$ cat src/rtl/cmd_gate.sv
module cmd_gate #(
  parameter int NCMD        = 5,
  parameter int SYNC_STAGES = 2,
  parameter int GRANT_EDGES = 3
) (
  input  logic            clk,
  input  logic            rst_n,
  input  logic            mode_relaxed,
  input  logic            en_pin,
  input  logic [NCMD-1:0] cmd_raw,
  input  logic            den_raw,
  input  logic            dtr_raw,
  input  logic            ale_raw,
  input  logic            mce_raw,
  output logic [NCMD-1:0] cmd_out,
  output logic [NCMD-1:0] cmd_oe,
  output logic            den_out,
  output logic            dtr_out,
  output logic            ale_out,
  output logic            mce_out
);
  localparam int HOLD = GRANT_EDGES - SYNC_STAGES;
  localparam int CW   = (HOLD < 1) ? 1 : $clog2(HOLD + 1);

  logic [SYNC_STAGES-1:0] sync_q;
  logic [CW-1:0]          cnt_q;
  logic                   grant_on, released, gate_ok;

  assign grant_on = mode_relaxed & ~en_pin;

  always_ff @(posedge clk or negedge rst_n) begin
    if (!rst_n) begin
      sync_q <= '0;
      cnt_q  <= '0;
    end else begin
      sync_q <= {sync_q[SYNC_STAGES-2:0], grant_on};
      if (!(&sync_q))               cnt_q <= '0;
      else if (cnt_q != CW'(HOLD))  cnt_q <= cnt_q + 1'b1;
    end
  end

  assign released = (&sync_q) & (cnt_q == CW'(HOLD));
  assign gate_ok  = mode_relaxed ? (grant_on & released) : en_pin;

  assign cmd_out = gate_ok ? cmd_raw : {NCMD{1'b1}};
  assign cmd_oe  = mode_relaxed ? {NCMD{grant_on}} : {NCMD{1'b1}};
  assign den_out = den_raw & (mode_relaxed ? grant_on : en_pin);
  assign dtr_out = dtr_raw;
  assign ale_out = ale_raw;
  assign mce_out = mce_raw;
endmodule

$ cat config.mk
export PLATFORM = sky130hd
export DESIGN_NAME = cmd_gate
export DESIGN_NICKNAME = d
export VERILOG_FILES = /design/src/rtl/cmd_gate.sv
export SDC_FILE = /design/constraint.sdc
export NUM_CORES = 1
export LEC_CHECK = 0
export ABC_AREA = 1
export BUFFER_PORTS_ARGS = -buffer_cell sky130_fd_sc_hd__buf_2
export CORE_AREA = 2 2 39 41
export CTS_CLUSTER_DIAMETER = 40
export DETAILED_ROUTE_END_ITERATION = 8
export DIE_AREA = 0 0 41 43
export SLEW_MARGIN = 20
export SYNTH_ARGS = -nofsm -noshare
export SYNTH_HDL_FRONTEND = slang
export SYNTH_SLANG_ARGS = --single-unit
$ cat constraint.sdc
create_clock -name clk -period 0.9 [get_ports clk]
set_input_delay 0.135 -clock clk [delete_from_list [all_inputs] [get_ports clk]]
set_output_delay 0.135 -clock clk [all_outputs]
set_load 0.01 [all_outputs]
==> flow_summary.rst, run 1 <==
.. list-table::
   :header-rows: 1

   * - Metric
     - Value
   * - Reg-to-reg setup timing slack
     - 0.26 ns
   * - Antenna violations before repair
     - 0
   * - Count of warnings emitted by yosys
     - 0
   * - Clock Latency Late Sink
     - 0.23 ns
   * - Count of final setup violators
     - 5
   * - Die area
     - 1763 µm²
   * - Clock transition at the register clock pins on the worst setup and hold paths after CTS
     - 0.04 ns
   * - Metal-1 WL
     - 197 µm
   * - Worst slew margin relative to its limit
     - 88.80%
   * - Actual slew at the worst max-slew pin
     - 0.1674 ns
   * - Post-route DRC violation count
     - 0
   * - Number of instances in the placed design
     - 63
   * - Part of the Yosys area used for sequential elements
     - 32.09%
   * - Leading cell types in the layout, fill and taps excluded
     - sky130_fd_sc_hd__buf_2 (15), sky130_fd_sc_hd__inv_1 (9), sky130_fd_sc_hd__nand2_1 (6), sky130_fd_sc_hd__buf_6 (5)
   * - Top layer in use
     - met4
   * - Post-CTS Repair Setup Buffers
     - 0
   * - # fillers
     - 145
   * - Total length of routed met3 wires
     - 49 µm
   * - Cell count of the worst reg-to-reg path
     - 2
   * - Total placed instance area
     - 316.6 µm²
   * - CP cell instances
     - nand3_2 > o21ai_4 > nand2_1 > buf_2
   * - Maximum fanout along the worst path
     - 5
   * - Vias
     - 244
   * - Portion of the clock cycle consumed by the worst path in the final layout
     - 133.9%
   * - Delay of the slowest critical-path stage
     - 0.34 ns
   * - Cell area after layout
     - 414.1 µm²
   * - Leakage power total
     - 0.0002378 µW
   * - Post-route antenna net violation count
     - 0
   * - Global-route usage over all layers
     - 8.141%
   * - Area taken by flip-flops and latches
     - 75.07 µm²
   * - Min-delay worst type
     - in -> reg
   * - Vertical die dimension
     - 43 µm
   * - CTS tree
     - yes
   * - Number of top-level design ports
     - 27
   * - Starting utilization of the core area
     - 16.91%
   * - Number of clock sinks
     - 3
   * - Total negative slack
     - -1.488 ns
   * - Post-Syn Nets
     - 47
   * - Overflow left after global routing
     - 0
   * - Initial DRC Count
     - 1
   * - Failing checks
     - negative setup slack
   * - Count of buffer and inverter cells on the critical path
     - 1
   * - Post-DR vias/cell
     - 3.588
   * - Site Rows
     - 14
   * - Synth Register Bits
     - 3
   * - Half-perimeter wire length after placement
     - 429.9 µm
   * - Summed instance area of the synthesized netlist
     - 234.0 µm²
   * - Unrepaired setup endpoints after global routing
     - yes
   * - Run status
     - finished, violations left
   * - Die Wd
     - 41 µm
   * - Cell depth of the worst hold path
     - 2
   * - Met2 WL
     - 266 µm
   * - Data required, critical path
     - 0.76 ns
   * - Cell Pwr Density
     - 1213 nW/µm²
   * - Clock tree root buffer cell
     - sky130_fd_sc_hd__clkbuf_4
   * - Placeable core area
     - 1384 µm²
   * - Number of H-tree branching levels
     - 1
   * - Antenna Diode Count
     - 0
   * - Pin count of the biggest net entering global routing
     - 6
   * - Endpoint of the worst hold path
     - sync_q[0]
   * - Worst endpoint data arrival time
     - 1.07 ns
   * - Max-cap violations
     - 0
   * - Startpoint class of the critical path
     - flip-flop
   * - Count of endpoints failing hold in the final timing report
     - 0
   * - RR Endpoint
     - cnt_q
   * - Drt first pass iters
     - 2
   * - Multi-input combinational cell area
     - 96.34 µm²
   * - Crit path time final
     - 1.205 ns
   * - Kind of cell adding the most delay to the critical path
     - flip-flops
   * - Net count, final
     - 68
   * - Distinct cells, synth
     - 8
   * - Total clock buffers created by CTS
     - 3
   * - Routed length per placed instance
     - 7.676 µm
   * - HP Start
     - mode_relaxed
   * - Wire length reported by the detailed router
     - 522 µm
   * - Port buffer count
     - 20
   * - Buffer levels on the longest clock path
     - 2
   * - Cells after Synth
     - 32
   * - Commonest non-fill, non-tap cell in the layout
     - sky130_fd_sc_hd__buf_2
   * - Fraction of final layout cells sized beyond drive strength 1
     - 57.69%
   * - WS Path Type
     - reg -> out
   * - Weighted congestion reported at the end of routability-driven placement
     - 0.6679
   * - Layout area overhead
     - 77.01%
   * - Wire length of the first global-routing pass
     - 855 µm
   * - Average cell area after synthesis
     - 7.312 µm²
   * - Final Max Tran Viols
     - 0
   * - CP endpoint kind
     - output pin
   * - Largest clock skew in the final design
     - 0.002060 ns
   * - Max frequency
     - 0.8300 GHz
   * - Beginning of the worst register-to-register path
     - sync_q[0]
   * - Sum of internal, switching and leakage power
     - 502.5 µW
   * - Count of non-filler cells in the finished layout
     - 68
   * - Worst supply voltage drop on vdd
     - 0.4293 mV
   * - Worst path setup slack after routing
     - -0.3049 ns
   * - Via count of the first global-routing pass
     - 229
   * - Slowest cell on the critical path
     - sky130_fd_sc_hd__dfrtp_1
[layer usage]
metal,GRT usage [%],up-vias
met3,4.712,2
met5,0,-
met4,10.00,0
met2,11.25,15
li1,-,121
met1,6.774,106
[cell type report]
type                    count  area share, %
inverters                  10          9.668
repair buffers             23          37.76
well taps                  16          4.834
multi-input cells          12          23.26
clock buffers               4          6.344
flip-flops and latches      3          18.13
[where the power goes]
group / internal (µW) / switching [µW] / leakage (µW)
sequential: 141 / 3.04 / 0.0000395
combinational: 65.5 / 56.4 / 0.000183
clock: 166 / 70.0 / 0.0000150
total: 373 / 129 / 0.000238
[logic make-up (layout without fill, tap and decap cells)]
kind of cell / count (synthesis) / after routing / synth area share [%]
fa+ha+maj: 2 / 2 / 10.69
flops: 3 / 3 / 32.08
compound gates: 1 / 1 / 3.744
buf+inv: 17 / 37 / 38.50
simple gates: 9 / 9 / 14.97
[sequential cells by signal (all words and copies together) (netlist names)]
register and cells:
cnt_q 1, sync_q 2
[synth_stat cells (all sizes together)]
| master | number | share of area, % |
|---|---|---|
| ha | 2 | 11 |
| nor2 | 1 | 1.6 |
| buf | 7 | 22 |
| dfrtp | 3 | 32 |
| nand2 | 7 | 11 |
| nand3 | 1 | 2.1 |
| inv | 10 | 16 |
| o21ai | 1 | 3.7 |
[how the worst max path moves through the flow]
stage | depth (start not counted) | from | slack (ns) | end
after global routing | 4 | cnt_q | -0.37 | cmd_out[4]
final | 4 | cnt_q | -0.30 | cmd_out[4]
after CTS | 4 | cnt_q | -0.29 | cmd_out[4]
after floorplan | 3 | sync_q[0] | 0.07 | cmd_out[0]
after detailed placement | 7 | en_pin | -0.18 | cmd_out[4]
after global placement | 7 | en_pin | -0.16 | cmd_out[4]
[stage by stage]
| step | setup WS, ns | hold WS, ns | utilization (%) |
|---|---|---|---|
| 3_5_place_dp | -0.1803 | -0.06582 | 22.88 |
| 6_report | -0.3049 | 0.2131 | 29.93 |
| 3_3_place_gp | -0.1582 | -0.06841 | 22.88 |
| 5_1_grt | -0.3706 | 0.2216 | 29.93 |
| 2_1_floorplan | 0.06501 | -0.1606 | - |
| 4_1_cts | -0.2932 | 0.2148 | 27.22 |
[timing repair]
action / 4_1_cts / 5_1_grt
gates resized for setup: 6 / 6
endpoints found under the hold margin: 3 / 0
hold buffers: 1 / 0
pin swaps: 3 / 4
setup endpoints to repair: 10 / 11
(Power assumes the default switching activity.)
==> run 2, diff against run 1 <==
Clock period 0.9 ns to 1.4 ns, I/O delays scaled along.
==> flow_summary.rst, run 2 (synthesis results as in run 1) <==
.. list-table::
   :header-rows: 1

   * - Metric
     - Value
   * - Run status
     - complete, no violations
   * - Cell area after layout
     - 345.3 µm²
   * - Number of clock sinks
     - 3
   * - Total placed instance area
     - 301.5 µm²
   * - Total clock buffers created by CTS
     - 3
   * - Largest clock skew in the final design
     - 0.0005556 ns
   * - Clock Latency Late Sink
     - 0.24 ns
   * - Beginning of the worst register-to-register path
     - sync_q[0]
   * - Fraction of final layout cells sized beyond drive strength 1
     - 48.00%
   * - Buffer levels on the longest clock path
     - 2
   * - Net count, final
     - 66
   * - Leakage power total
     - 0.0002127 µW
   * - Drt first pass iters
     - 2
   * - Post-Place Worst Slack
     - 0.1442 ns
   * - Vertical die dimension
     - 43 µm
   * - Largest reg by FF count
     - sync_q
   * - Count of final setup violators
     - 0
   * - CP endpoint kind
     - output pin
   * - Post-CTS Repair Setup Buffers
     - 0
   * - Worst path setup slack after routing
     - 0.1083 ns
   * - Vias
     - 210
   * - Actual slew at the worst max-slew pin
     - 0.1615 ns
   * - Half-perimeter wire length after placement
     - 396.6 µm
   * - Global-route usage over all layers
     - 6.956%
   * - Via count of the first global-routing pass
     - 157
   * - Met3 layer usage reported by global route
     - 6.283%
   * - Weighted congestion reported at the end of routability-driven placement
     - 0.6618
   * - Wire length of the first global-routing pass
     - 662 µm
   * - Max-cap violations
     - 0
   * - Worst endpoint data arrival time
     - 1.08 ns
   * - Layout area overhead
     - 47.59%
   * - Routed length per placed instance
     - 7.364 µm
   * - Worst slew margin relative to its limit
     - 89.19%
   * - Die area
     - 1763 µm²
   * - Busiest layer in global routing
     - met4
   * - Post-DR vias/cell
     - 3.182
   * - Crit path time final
     - 1.292 ns
   * - Site Rows
     - 14
   * - Cell Pwr Density
     - 899.1 nW/µm²
   * - Starting utilization of the core area
     - 16.91%
   * - Data required, critical path
     - 1.19 ns
   * - Clock transition at the register clock pins on the worst setup and hold paths after CTS
     - 0.04 ns
   * - Max frequency
     - 0.7741 GHz
   * - Clock tree root buffer cell
     - sky130_fd_sc_hd__clkbuf_4
   * - Min-delay worst type
     - in -> async
   * - Sum of internal, switching and leakage power
     - 310.5 µW
   * - Number of top-level design ports
     - 27
   * - Placeable core area
     - 1384 µm²
   * - Initial DRC Count
     - 3
   * - Number of H-tree branching levels
     - 1
   * - Pin count of the biggest net entering global routing
     - 6
   * - Leading cell types in the layout, fill and taps excluded
     - sky130_fd_sc_hd__buf_2 (20), sky130_fd_sc_hd__inv_1 (10), sky130_fd_sc_hd__nand2_1 (7), sky130_fd_sc_hd__clkbuf_4 (3), sky130_fd_sc_hd__dfrtp_1 (3)
   * - Commonest non-fill, non-tap cell in the layout
     - sky130_fd_sc_hd__buf_2
   * - RR Endpoint
     - cnt_q
   * - Startpoint class of the critical path
     - flip-flop
   * - Die Wd
     - 41 µm
   * - Post-route DRC violation count
     - 0
   * - CTS tree
     - yes
   * - Maximum fanout along the worst path
     - 5
   * - Cell count of the worst reg-to-reg path
     - 2
   * - Overflow left after global routing
     - 0
   * - Final Max Tran Viols
     - 0
   * - Worst supply voltage drop on vdd
     - 0.2480 mV
   * - Count of endpoints failing hold in the final timing report
     - 0
   * - Wire length reported by the detailed router
     - 486 µm
   * - Port buffer count
     - 20
   * - Post-route antenna net violation count
     - 0
   * - Biggest regs
     - sync_q: 2 flops, cnt_q: 1 flops
   * - Max FFs per register
     - 2
   * - Met1 usage in global routing
     - 7.492%
   * - Antenna Diode Count
     - 0
   * - Routing usage on met2
     - 5.938%
   * - WS Path Type
     - reg -> out
   * - Portion of the clock cycle consumed by the worst path in the final layout
     - 92.27%
   * - Reg-to-reg setup timing slack
     - 0.74 ns
   * - Antenna violations before repair
     - 0
-- run 2: changes by cell type in the layout (fill, tap and decap cells not counted), sizes merged --
cell  before  now
buf       22   20
-- run 2: how the worst max path moves through the flow --
stage / from / end
2_1_floorplan: en_pin / cmd_out[0]
4_1_cts: sync_q[0] / cmd_out[4]
3_3_place_gp: en_pin / cmd_out[3]
3_5_place_dp: en_pin / cmd_out[4]
5_1_grt: cnt_q / cmd_out[4]
6_report: cnt_q / cmd_out[4]
-- run 2: routing by layer --
layer  share of wire [%]  routed length (µm)  vias up
met5                   0                   0        -
met3                  11                  52        0
met4                   0                   0        0
met1                  44                 216       79
li1                    -                   -      118
met2                  45                 217       13
-- run 2: timing repair --
item	4_1_cts	5_1_grt
hold endpoints to repair	3	0
setup endpoints to repair	0	5
resized for setup	0	1
hold buffers	1	0
-- run 2: stage by stage --
step / setup TNS, ns / std cells / hold slack [ns] / util [%]
2_1_floorplan: 0 / 32 / -0.08559 / -
3_3_place_gp: 0 / 61 / 0.006131 / 21.79
3_5_place_dp: 0 / 61 / 0.006804 / 21.79
4_1_cts: 0 / 66 / 0.2915 / 24.41
5_1_grt: -0.0009289 / 66 / 0.2958 / 24.95
6_report: 0 / 66 / 0.2986 / 24.95
-- run 2: layout make-up --
| type | count | area (µm²) |
|---|---|---|
| clock buffer | 4 | 26.28 |
| sequential | 3 | 75.07 |
| fill | 153 | 1039 |
| tap | 16 | 20.02 |
| multi-input combinational | 12 | 76.32 |
| timing repair buffer | 21 | 110.1 |
| inverter | 10 | 37.54 |
-- run 2: power breakdown --
group	switching, µW	leakage [µW]	internal, µW
Combinational	30.4	0.000158	27.9
Sequential	1.51	0.0000395	90.8
Clock	52.5	0.0000150	107
Total	84.5	0.000213	226
-- run 2: worst max-delay path, stage by stage (launching register included) --
cell                      delay [ns]
sky130_fd_sc_hd__dfrtp_1        0.33
sky130_fd_sc_hd__nand3_1        0.11
sky130_fd_sc_hd__o21ai_4        0.21
sky130_fd_sc_hd__nand2_1        0.07
sky130_fd_sc_hd__buf_2          0.14
==> run 3, diff against run 2 <==
Clock period 1.4 ns to 1.53 ns, I/O delays scaled along.
==> flow_summary.rst, run 3 (synthesis results as in run 1) <==
.. list-table::
   :header-rows: 1

   * - Metric
     - Value
   * - Initial DRC Count
     - 4
   * - Routed length per placed instance
     - 7.136 µm
   * - Multi-input combinational cell area
     - 68.82 µm²
   * - Startpoint class of the critical path
     - flip-flop
   * - Antenna violations before repair
     - 0
   * - Count of buffer and inverter cells on the critical path
     - 1
   * - Biggest regs
     - sync_q: 2 flops, cnt_q: 1 flops
   * - Cell area after layout
     - 337.8 µm²
   * - Buffer levels on the longest clock path
     - 2
   * - Beginning of the worst register-to-register path
     - sync_q[0]
   * - Switch share
     - 25.91%
   * - Layout area overhead
     - 44.39%
   * - Min-delay worst type
     - in -> async
   * - Vertical die dimension
     - 43 µm
   * - Post-CTS Repair Setup Buffers
     - 0
   * - Unrepaired setup endpoints after global routing
     - no
   * - Share of total power in combinational logic
     - 18.5%
   * - Post-route DRC violation count
     - 0
   * - Leakage power total
     - 0.0002118 µW
   * - Internal Pwr Total
     - 205.7 µW
   * - Number of gates resized after CTS
     - 0
   * - Net Sw Power
     - 71.93 µW
   * - Antenna Diode Count
     - 0
   * - CP cell instances
     - nand2_1 > o21ai_2 > nand2_1 > buf_2
   * - Die area
     - 1763 µm²
   * - Final Max Tran Viols
     - 0
   * - Clock Latency Late Sink
     - 0.23 ns
   * - Number of top-level design ports
     - 27
   * - Worst slew margin relative to its limit
     - 86.44%
   * - Maximum fanout along the worst path
     - 5
   * - Area taken by flip-flops and latches
     - 75.07 µm²
   * - Weighted congestion reported at the end of routability-driven placement
     - 0.6242
   * - Sequential cell fraction of total power
     - 30.4%
   * - Sum of internal, switching and leakage power
     - 277.7 µW
   * - Slowest cell on the critical path
     - sky130_fd_sc_hd__dfrtp_1
   * - Global-route usage over all layers
     - 6.237%
   * - Clock transition at the register clock pins on the worst setup and hold paths after CTS
     - 0.04 ns
   * - Site Rows
     - 14
   * - Placeable core area
     - 1384 µm²
   * - Reg-to-reg setup timing slack
     - 0.92 ns
   * - Number of instances in the placed design
     - 61
   * - Power share of the clock group
     - 51.1%
   * - Commonest non-fill, non-tap cell in the layout
     - sky130_fd_sc_hd__buf_2
   * - Fraction of final layout cells sized beyond drive strength 1
     - 48.00%
   * - Worst supply voltage drop on vdd
     - 0.2183 mV
   * - Max frequency
     - 0.7680 GHz
   * - CP most frequent cell
     - sky130_fd_sc_hd__nand2_1
   * - WS Path Type
     - reg -> out
   * - Portion of the clock cycle consumed by the worst path in the final layout
     - 85.10%
   * - Total clock buffers created by CTS
     - 3
   * - Count of final setup violators
     - 0
   * - Half-perimeter wire length after placement
     - 401 µm
   * - Largest reg by FF count
     - sync_q
   * - Vias
     - 220
   * - Delay of the slowest critical-path stage
     - 0.33 ns
   * - Worst setup path start
     - sync_q[0]
   * - Count of non-filler cells in the finished layout
     - 66
   * - Data required, critical path
     - 1.30 ns
   * - Run status
     - complete, no violations
   * - Post-route antenna net violation count
     - 0
   * - Kind of cell adding the most delay to the critical path
     - flip-flops
   * - Wire length reported by the detailed router
     - 471 µm
   * - Cell count of the worst reg-to-reg path
     - 2
   * - Port buffer count
     - 20
   * - Largest clock skew in the final design
     - 0.003184 ns
   * - CTS Hold Bufs
     - 1
   * - Post-DR vias/cell
     - 3.333
   * - Count of endpoints failing hold in the final timing report
     - 0
   * - Total stage count of the critical path
     - 4
   * - Worst endpoint data arrival time
     - 1.07 ns
   * - # fillers
     - 156
   * - Total placed instance area
     - 301.5 µm²
   * - CP endpoint kind
     - output pin
   * - Clock tree root buffer cell
     - sky130_fd_sc_hd__clkbuf_4
   * - RR Endpoint
     - cnt_q
   * - Crit path time final
     - 1.302 ns
   * - Number of clock sinks
     - 3
   * - Drt first pass iters
     - 2
   * - Max FFs per register
     - 2
   * - Pin count of the biggest net entering global routing
     - 6
   * - Total negative slack
     - 0 ns
   * - Die Wd
     - 41 µm
   * - Cell Pwr Density
     - 822.0 nW/µm²
   * - Via count of the first global-routing pass
     - 186
   * - Starting utilization of the core area
     - 16.91%
   * - Number of H-tree branching levels
     - 1
   * - Net count, final
     - 66
   * - Worst setup path endpoint
     - cmd_out[2]
   * - Max-cap violations
     - 0
   * - Leading cell types in the layout, fill and taps excluded
     - sky130_fd_sc_hd__buf_2 (20), sky130_fd_sc_hd__inv_1 (10), sky130_fd_sc_hd__nand2_1 (7), sky130_fd_sc_hd__clkbuf_4 (3), sky130_fd_sc_hd__dfrtp_1 (3)
   * - Overflow left after global routing
     - 0
   * - Wire length of the first global-routing pass
     - 641 µm
   * - Actual slew at the worst max-slew pin
     - 0.2034 ns
   * - CTS tree
     - yes
-- run 3: cell counts in the layout (fill, tap and decap cells not counted) --
Identical to the previous run, type by type.
-- run 3: area by class of cell --
type,instances,area share (%)
Multi-Input combinational cell,12,20.37
Clock buffer,4,7.778
Inverter,10,11.11
Sequential cell,3,22.22
Tap cell,16,5.926
Timing Repair Buffer,21,32.59
-- run 3: metal layers --
metal  up-vias  track usage, %  part of all wire (%)
met1        83           4.854                    38
met3         2           3.141                    13
met4         0           10.00                   4.0
met5         -               0                     0
met2        17           8.125                    45
li1        118               -                     -
-- run 3: per-stage QoR --
stage	util, %	hold WS, ns	setup slack (ns)
after floorplan	-	-0.06609	0.5225
after global placement	21.79	0.02572	0.2572
after detailed placement	21.79	0.02659	0.2406
after CTS	24.41	0.3203	0.2058
after global routing	24.41	0.3226	0.1309
final	24.41	0.3171	0.2279
-- run 3: worst min path at each step --
stage | from | end | slack [ns] | cells after the start
floorplan | rst_n | cnt_q | -0.07 | 0
global placement | rst_n | sync_q[1] | 0.03 | 1
detailed placement | rst_n | sync_q[1] | 0.03 | 1
CTS | rst_n | cnt_q | 0.32 | 2
global route | rst_n | sync_q[0] | 0.32 | 2
finish | rst_n | cnt_q | 0.32 | 2
-- run 3: power groups by stage --
| stage | Sequential [µW] | Combinational (µW) | Clock (µW) |
|---|---|---|---|
| final | 84.4 | 51.4 | 142 |
| after global routing | 84.5 | 59.1 | 149 |
| after CTS | 84.4 | 52.7 | 146 |
| after detailed placement | 85.4 | 50.6 | 0 |
| after global placement | 85.3 | 50.0 | 0 |
| after floorplan | 85.0 | 38.0 | 0 |
